==> src/rtl/ucr_pkg.sv <==
package ucr_pkg;

  typedef enum logic [1:0] {
    CH_NORMAL = 2'd0,
    CH_ECHO   = 2'd1,
    CH_LOCAL  = 2'd2,
    CH_REMOTE = 2'd3
  } chanMode_e;

  // Bit positions of the control word (software decodes these).
  localparam int unsigned B_RX_RST  = 0;
  localparam int unsigned B_TX_RST  = 1;
  localparam int unsigned B_RX_EN   = 2;
  localparam int unsigned B_RX_DIS  = 3;
  localparam int unsigned B_TX_EN   = 4;
  localparam int unsigned B_TX_DIS  = 5;
  localparam int unsigned B_TO_RST  = 6;
  localparam int unsigned B_BRK_GO  = 7;
  localparam int unsigned B_BRK_END = 8;
  localparam int unsigned N_PATHS   = 2;

  // Qualifiers handed from the control half to the routing half.
  typedef struct packed {
    logic      rxOn;
    logic      txOn;
    chanMode_e mode;
  } pathCtl_t;

endpackage

==> src/rtl/ucr_ctrl.sv <==
module ucr_ctrl
  import ucr_pkg::*;
#(
  parameter int unsigned CTL_W  = 9,
  parameter int unsigned MODE_W = 10
) (
  input  logic              clk,
  input  logic              rstN,
  input  logic              ctlWrEn,
  input  logic [CTL_W-1:0]  ctlWrData,
  input  logic              modeWrEn,
  input  logic [MODE_W-1:0] modeWrData,
  output logic [CTL_W-1:0]  ctlRdData,
  output logic              rxFifoRst,
  output logic              txFifoRst,
  output logic              txEmptySet,
  output logic              breakReq,
  output pathCtl_t          pathCtl
);

  localparam logic [CTL_W-1:0] CTL_INIT     = CTL_W'(9'h128);
  localparam logic [CTL_W-1:0] SELF_CLR     = CTL_W'((1 << N_PATHS) - 1);
  localparam int unsigned      MODE_HI      = MODE_W - 1;

  logic [CTL_W-1:0]   ctlReg;
  chanMode_e          modeReg;
  logic [N_PATHS-1:0] rstPulse;

  always_ff @(posedge clk) begin
    if (!rstN) begin
      ctlReg  <= CTL_INIT;
      modeReg <= CH_NORMAL;
    end else begin
      if (ctlWrEn)  ctlReg  <= ctlWrData & ~SELF_CLR;
      if (modeWrEn) modeReg <= chanMode_e'(modeWrData[MODE_HI -: 2]);
    end
  end

  // One pulse per path reset bit, lasting the cycle after the write.
  for (genvar p = 0; p < N_PATHS; p++) begin : g_rst
    always_ff @(posedge clk) begin
      if (!rstN) rstPulse[p] <= 1'b0;
      else       rstPulse[p] <= ctlWrEn & ctlWrData[p];
    end
  end

  always_ff @(posedge clk) begin
    if (!rstN) txEmptySet <= 1'b0;
    else       txEmptySet <= ctlWrEn & ctlWrData[B_TX_EN] & ~ctlWrData[B_TX_DIS];
  end

  assign rxFifoRst    = rstPulse[B_RX_RST];
  assign txFifoRst    = rstPulse[B_TX_RST];
  assign ctlRdData    = ctlReg;
  assign breakReq     = ctlReg[B_BRK_GO] & ~ctlReg[B_BRK_END];
  assign pathCtl.rxOn = ctlReg[B_RX_EN] & ~ctlReg[B_RX_DIS];
  assign pathCtl.txOn = ctlReg[B_TX_EN] & ~ctlReg[B_TX_DIS];
  assign pathCtl.mode = modeReg;

endmodule

==> src/rtl/ucr_route.sv <==
module ucr_route
  import ucr_pkg::*;
#(
  parameter int unsigned DATA_W = 8
) (
  input  logic              clk,
  input  logic              rstN,
  input  pathCtl_t          pathCtl,
  input  logic              hostWrEn,
  input  logic [DATA_W-1:0] hostWrData,
  input  logic              lineRxEn,
  input  logic [DATA_W-1:0] lineRxData,
  output logic              rxPush,
  output logic [DATA_W-1:0] rxPushData,
  output logic              txPush,
  output logic [DATA_W-1:0] txPushData
);

  logic lineToRx, lineToTx, hostToRx, hostToTx;
  logic rxGo, txGo;

  // Each mode gives each destination at most one source.
  always_comb begin
    lineToRx = lineRxEn & (pathCtl.mode == CH_NORMAL || pathCtl.mode == CH_ECHO);
    lineToTx = lineRxEn & (pathCtl.mode == CH_ECHO   || pathCtl.mode == CH_REMOTE);
    hostToRx = hostWrEn & (pathCtl.mode == CH_LOCAL);
    hostToTx = hostWrEn & (pathCtl.mode == CH_NORMAL);
    rxGo     = pathCtl.rxOn & (lineToRx | hostToRx);
    txGo     = pathCtl.txOn & (lineToTx | hostToTx);
  end

  always_ff @(posedge clk) begin
    if (!rstN) begin
      rxPush     <= 1'b0;
      txPush     <= 1'b0;
      rxPushData <= '0;
      txPushData <= '0;
    end else begin
      rxPush <= rxGo;
      txPush <= txGo;
      if (rxGo) rxPushData <= hostToRx ? hostWrData : lineRxData;
      if (txGo) txPushData <= hostToTx ? hostWrData : lineRxData;
    end
  end

endmodule

==> src/rtl/uart_ctl_router.sv <==
module uart_ctl_router
  import ucr_pkg::*;
#(
  parameter int unsigned CTL_W  = 9,
  parameter int unsigned MODE_W = 10,
  parameter int unsigned DATA_W = 8
) (
  input  logic              clk,
  input  logic              rstN,
  input  logic              ctlWrEn,
  input  logic [CTL_W-1:0]  ctlWrData,
  input  logic              modeWrEn,
  input  logic [MODE_W-1:0] modeWrData,
  input  logic              hostWrEn,
  input  logic [DATA_W-1:0] hostWrData,
  input  logic              lineRxEn,
  input  logic [DATA_W-1:0] lineRxData,
  output logic [CTL_W-1:0]  ctlRdData,
  output logic [1:0]        chanMode,
  output logic              rxActive,
  output logic              txActive,
  output logic              breakReq,
  output logic              rxFifoRst,
  output logic              txFifoRst,
  output logic              txEmptySet,
  output logic              rxPush,
  output logic [DATA_W-1:0] rxPushData,
  output logic              txPush,
  output logic [DATA_W-1:0] txPushData
);

  pathCtl_t pathCtl;

  ucr_ctrl #(.CTL_W(CTL_W), .MODE_W(MODE_W)) u_ctrl (
    .clk(clk), .rstN(rstN),
    .ctlWrEn(ctlWrEn), .ctlWrData(ctlWrData),
    .modeWrEn(modeWrEn), .modeWrData(modeWrData),
    .ctlRdData(ctlRdData), .rxFifoRst(rxFifoRst), .txFifoRst(txFifoRst),
    .txEmptySet(txEmptySet), .breakReq(breakReq), .pathCtl(pathCtl)
  );

  ucr_route #(.DATA_W(DATA_W)) u_route (
    .clk(clk), .rstN(rstN), .pathCtl(pathCtl),
    .hostWrEn(hostWrEn), .hostWrData(hostWrData),
    .lineRxEn(lineRxEn), .lineRxData(lineRxData),
    .rxPush(rxPush), .rxPushData(rxPushData),
    .txPush(txPush), .txPushData(txPushData)
  );

  assign chanMode = pathCtl.mode;
  assign rxActive = pathCtl.rxOn;
  assign txActive = pathCtl.txOn;

endmodule

==> config.mk <==
export PLATFORM = sky130hd
export DESIGN_NAME = uart_ctl_router
export DESIGN_NICKNAME = d
export VERILOG_FILES = /design/src/rtl/ucr_pkg.sv /design/src/rtl/ucr_ctrl.sv /design/src/rtl/ucr_route.sv /design/src/rtl/uart_ctl_router.sv
export SDC_FILE = /design/constraint.sdc
export NUM_CORES = 1
export LEC_CHECK = 0
export BUFFER_PORTS_ARGS = -buffer_cell sky130_fd_sc_hd__clkbuf_2
export CORE_MARGIN = 5
export CORE_UTILIZATION = 43
export DETAILED_ROUTE_END_ITERATION = 12
export GPL_TIMING_DRIVEN = 0
export PLACE_DENSITY = 0.78
export SLEW_MARGIN = 20
export SYNTH_ARGS = -nofsm -noshare
export SYNTH_HDL_FRONTEND = slang
export SYNTH_HIERARCHICAL = 1
export SYNTH_SLANG_ARGS = --single-unit
export TNS_END_PERCENT = 100
==> constraint.sdc <==
create_clock -name clk -period 1.6 [get_ports clk]
set_input_delay 0.16 -clock clk [delete_from_list [all_inputs] [get_ports clk]]
set_output_delay 0.16 -clock clk [all_outputs]
set_load 0.01 [all_outputs]
# ---- Yosys cells after proc, flatten, opt, wreduce, memory -nomap -nowiden
# Cells that the tools add are included.
dict set report word_totals {
  ram_bits 0
  ff_bits 30
  output_inout_bits 35
  mem_bits_ro 0
  latch_bits 0
  input_bits 41
  mem_count 0
}
dict set report classes {
  n_eq_ne 3
  n_mux 2
  addsub 0
  n_shift 0
  bitwise 19
  n_reduce_logical 3
  order_cmp 0
  n_mul 0
  n_div 0
}
# operator n
set op_table {}
lappend op_table {{8-bit 2-to-1 mux} 2}
lappend op_table {{1-bit AND} 13}
lappend op_table {{2-bit == test (second input constant)} 2}
lappend op_table {{1-bit NOT} 4}
lappend op_table {{2-bit by 1-bit == test with 1-bit output (second input constant)} 1}
lappend op_table {{2-bit logical NOT} 1}
lappend op_table {{1-bit logical OR} 2}
lappend op_table {{1-bit bitwise OR} 2}

# ---- Logic depth before layout (Yosys ltp)
dict set report logic_depth {
  ltp_word 5
  depth_mapped 6
  mapped_depth_nobuf 4
}

# ---- Cells and area by module
# Netlist, hierarchy kept.
# module cells_each seq_area_each_um2 area_each_um2 n_inst
set by_module_without_submodules {}
lappend by_module_without_submodules {ucr_route 86 360.3 890.9 1}
lappend by_module_without_submodules {ucr_ctrl 41 240.2 459.2 1}

# ---- Worst setup path after synthesis
# No wires, ideal clock.
dict set report synth_timing {
  path_type {reg-to-reg}
  startpoint {register u_ctrl.ctlReg[2], in the netlist u_ctrl/ctlRdData[2]}
  endpoint {register u_route.rxPush}
  arrival_time_ns 1.326
  stages_incl_launch_ff 7
  slack_ns 0.161
  required_time_ns 1.487
  n_path_buf 2
  synth_period_minus_slack_ns 1.439
  cell_sequence {dfxtp_1 nor2b_1 and4b_1 buf_6 or2_1 buf_6 and2_4}
}
dict set report synth_via {
  elab_chain_cells 2
}
# item line
set synth_rtl {}
lappend synth_rtl {{start, declared} ucr_ctrl.sv:25} ;# logic [CTL_W-1:0] ctlReg;
lappend synth_rtl {{start signal, assigned} ucr_ctrl.sv:34} ;# if (ctlWrEn) ctlReg <= ctlWrData & ~SELF_CLR;
lappend synth_rtl {{1-bit AND} ucr_ctrl.sv:56} ;# assign pathCtl.rxOn = ctlReg[B_RX_EN] & ~ctlReg[B_RX_DIS];
lappend synth_rtl {{net rxActive} uart_ctl_router.sv:20} ;# output logic rxActive,
lappend synth_rtl {{1-bit AND} ucr_route.sv:28} ;# rxGo = pathCtl.rxOn & (lineToRx | hostToRx);
lappend synth_rtl {{end signal, assigned} ucr_route.sv:39} ;# rxPush <= rxGo;
lappend synth_rtl {{end, declared} ucr_route.sv:13} ;# output logic rxPush,
# The timed path passes the listed nets, and every way through them passes these cells.
# A chain may end at the register's enable or synchronous reset.

# ---- Final worst setup path
dict set report layout_timing {
  startpoint {register u_ctrl.ctlReg[2], in the netlist u_ctrl/ctlRdData[2]}
  endpoint {register u_route.rxPush}
}
dict set report layout_via {
  elab_chain_cells 2
}
# item line
set layout_rtl {}
lappend layout_rtl {{1-bit AND} ucr_ctrl.sv:56}
lappend layout_rtl {{1-bit AND} ucr_route.sv:28}
# No other way between the ends.

==> flow_summary.json <==
{
  "maxSlewViolCount": 0,
  "die_area_um2": 4360,
  "rsz0062_at_grt": "false",
  "status": "completed",
  "seq_area_um2": 601,
  "period_share_pct": 89.2,
  "synth_cells": 127,
  "numCtsBuffers": 5,
  "fin_crit_ps": 1430,
  "critPathBufInv": 2,
  "ys_ff_latch": 30,
  "critPathSlowestCell": "dfxtp_1",
  "cts_resized": 0,
  "cts_root_buf": "clkbuf_4",
  "drc": 0,
  "drive_gt1_share_pct": 45.0,
  "crit_family": "simple AND/OR/NAND/NOR gates",
  "path_cells": "nor2b_1, and4b_1, buf_6, or2_1, buf_6, and2_4",
  "dp_hpwl_um": 2830,
  "cp_max_fo": 9,
  "cp-start-kind": "flip-flop",
  "grt_max_degree": 11,
  "synth.distinct_cells": 22,
  "portBuffers": 64,
  "powerDensity_nw_per_um2": 870,
  "peakVddDrop_mv": 0.869,
  "fp-row-count": 20,
  "worst-setup-path-type": "reg2reg",
  "timing.hold.ws_ps": 41.2,
  "seq_area_frac_synth_pct": 44.5,
  "hold_end": "u_ctrl/ctlRdData[8]",
  "layout_setup_ws_ps": 172,
  "reg2reg_from": "u_ctrl/ctlRdData[2]",
  "utilization_pct": 59.7,
  "worstReg2RegEnd": "u_route/rxPush",
  "drt_iter0_drc": 47,
  "cts_setup_buffers": 0,
  "grt_pass1_vias": 1315,
  "place_ws_ps": 182,
  "first_pass_iters": 4,
  "vias": 1252,
  "min_path_cells": 3,
  "clock_skew_ps": 9.28,
  "required_ps": 1830,
  "gr-usage-all-layers_pct": 17.0,
  "multi_input_area_um2": 637,
  "clockBufferDepth": 2,
  "die_w_um": 66.0,
  "io-pin-count": 76,
  "nets": 240,
  "grt_overflow": 0,
  "drt-total-wl_um": 3470,
  "tns_ps": 0,
  "floorplan.initialDensity_pct": 44.6,
  "cts_sinks": 30,
  "netlist_area_um2": 1350,
  "wire_per_inst_um": 14.2,
  "arrival_ps": 1660,
  "cts_max_level": 2,
  "layout_commonest_cell": "clkbuf_2",
  "r2r_slack_ps": 170,
  "fp.dieH_um": 66.0,
  "cts.clk_slew.worst_paths_ps": 100,
  "min_from": "ctlWrData[8]",
  "diodes": 0,
  "r2r_cells": 6,
  "core-area_um2": 3030,
  "antenna_found_initial": 0,
  "power.leakage_uw": 0.00102,
  "ctsHoldBuffers": 0,
  "critPathCaptureType": "flip-flop",
  "ys_warn_count": 6,
  "insertion_delay_ps": 330,
  "cts_tree": "done",
  "fmax_ghz": 0.700,
  "holdCritPathClass": "in2reg",
  "setup_violations": 0,
  "fillCellCount": 275,
  "vias_per_cell": 5.13,
  "avgSynthCellArea_um2": 10.6,
  "cpPeakStageDelay_ps": 330,
  "finalHoldViolations": 0,
  "grt_pass1_wl_um": 5620,
  "crit_top_cell": "buf_6",
  "drv_cap": 0,
  "final_cell_mix": "clkbuf_2, dfxtp_1, mux2i_1",
  "area_delta_synth_final_pct": 33.8,
  "drtAntennaViolNets": 0,
  "routabilityCongestion": 0.833
}
==> power by group <==
group	switching (uW)	internal, uW
logic	97.7	102
clock network	264	323
registers	16.0	769
==> cell families after synthesis <==
logic type      share of synthesized area, %
simple gates                            13.3
other cells                            0.278
compound gates                          14.8
flops                                   44.5
buf+inv                                 8.62
mux                                     18.5
==> registers in the layout, indices dropped and copies added (netlist names) <==
register,cells
u_ctrl/txFifoRst,1
u_ctrl/txEmptySet,1
u_route/rxPush,1
u_route/rxPushData,8
u_ctrl/rxFifoRst,1
u_ctrl/modeReg,2
u_route/txPush,1
u_route/txPushData,8
u_ctrl/ctlRdData,7
==> routing by layer <==
metal | part of all wire (%) | vias up | wire, um | global-route usage, %
met5 | 0 | - | 0 | 0
met3 | 14 | 10 | 469 | 8.84
li1 | - | 597 | - | -
met1 | 40 | 578 | 1370 | 17.8
met2 | 44 | 67 | 1540 | 28.4
met4 | 2.7 | 0 | 95 | 7.11
==> worst reg2reg max path: stages, from the launching register on <==
cell and delay, ps:
dfxtp_1 330, nor2b_1 160, and4b_1 200, buf_6 130, or2_1 230, buf_6 140
and2_4 150
==> Yosys cell counts <==
cell	instances	area, um^2
and3b_2	1	10.0
and4bb_1	1	12.5
and3_2	2	15.0
o31ai_1	16	120
a21oi_1	16	80.1
mux2i_1	25	250
nand3b_1	1	7.51
nand2_1	3	11.3
buf_2	1	5.00
conb_1	1	3.75
and4b_2	1	11.3
buf_6	7	78.8
or2_1	2	12.5
and3_1	1	6.26
dfxtp_1	30	601
clkbuf_2	2	10.0
buf_4	2	15.0
nor2b_1	9	56.3
clkbuf_1	2	7.51
and4b_1	1	10.0
and2_4	2	17.5
or3b_1	1	8.76
==> worst max path at each step <==
stage | slack (ps) | startpoint | cells past startpoint | endpoint
floorplan | 160 | u_ctrl/ctlRdData[2] | 6 | u_route/rxPush
global placement | 210 | u_ctrl/ctlRdData[2] | 6 | u_route/rxPush
detailed placement | 180 | u_ctrl/ctlRdData[2] | 6 | u_route/rxPush
CTS | 170 | u_ctrl/ctlRdData[4] | 6 | u_route/txPush
global route | 100 | u_ctrl/ctlRdData[4] | 6 | u_route/txPushData[0]
finish | 170 | u_ctrl/ctlRdData[2] | 6 | u_route/rxPush
==> stage by stage <==
step	std cells	instance area (um^2)	total power, uW
2_1_floorplan	128	1350	910
3_3_place_gp	236	1730	994
3_5_place_dp	236	1730	1000
4_1_cts	244	1810	1600
5_1_grt	244	1810	1660
6_report	244	1810	1570
==> cell type report <==
type	instances	share of cell area, %
sequential	30	33.2
buffer	14	6.44
multi-input combinational	84	35.2
clock inverter	3	2.22
clock buffer	5	2.08
timing repair buffer	64	17.7
tap	44	3.05
No activity file was read; power rests on OpenSTA's default activity.
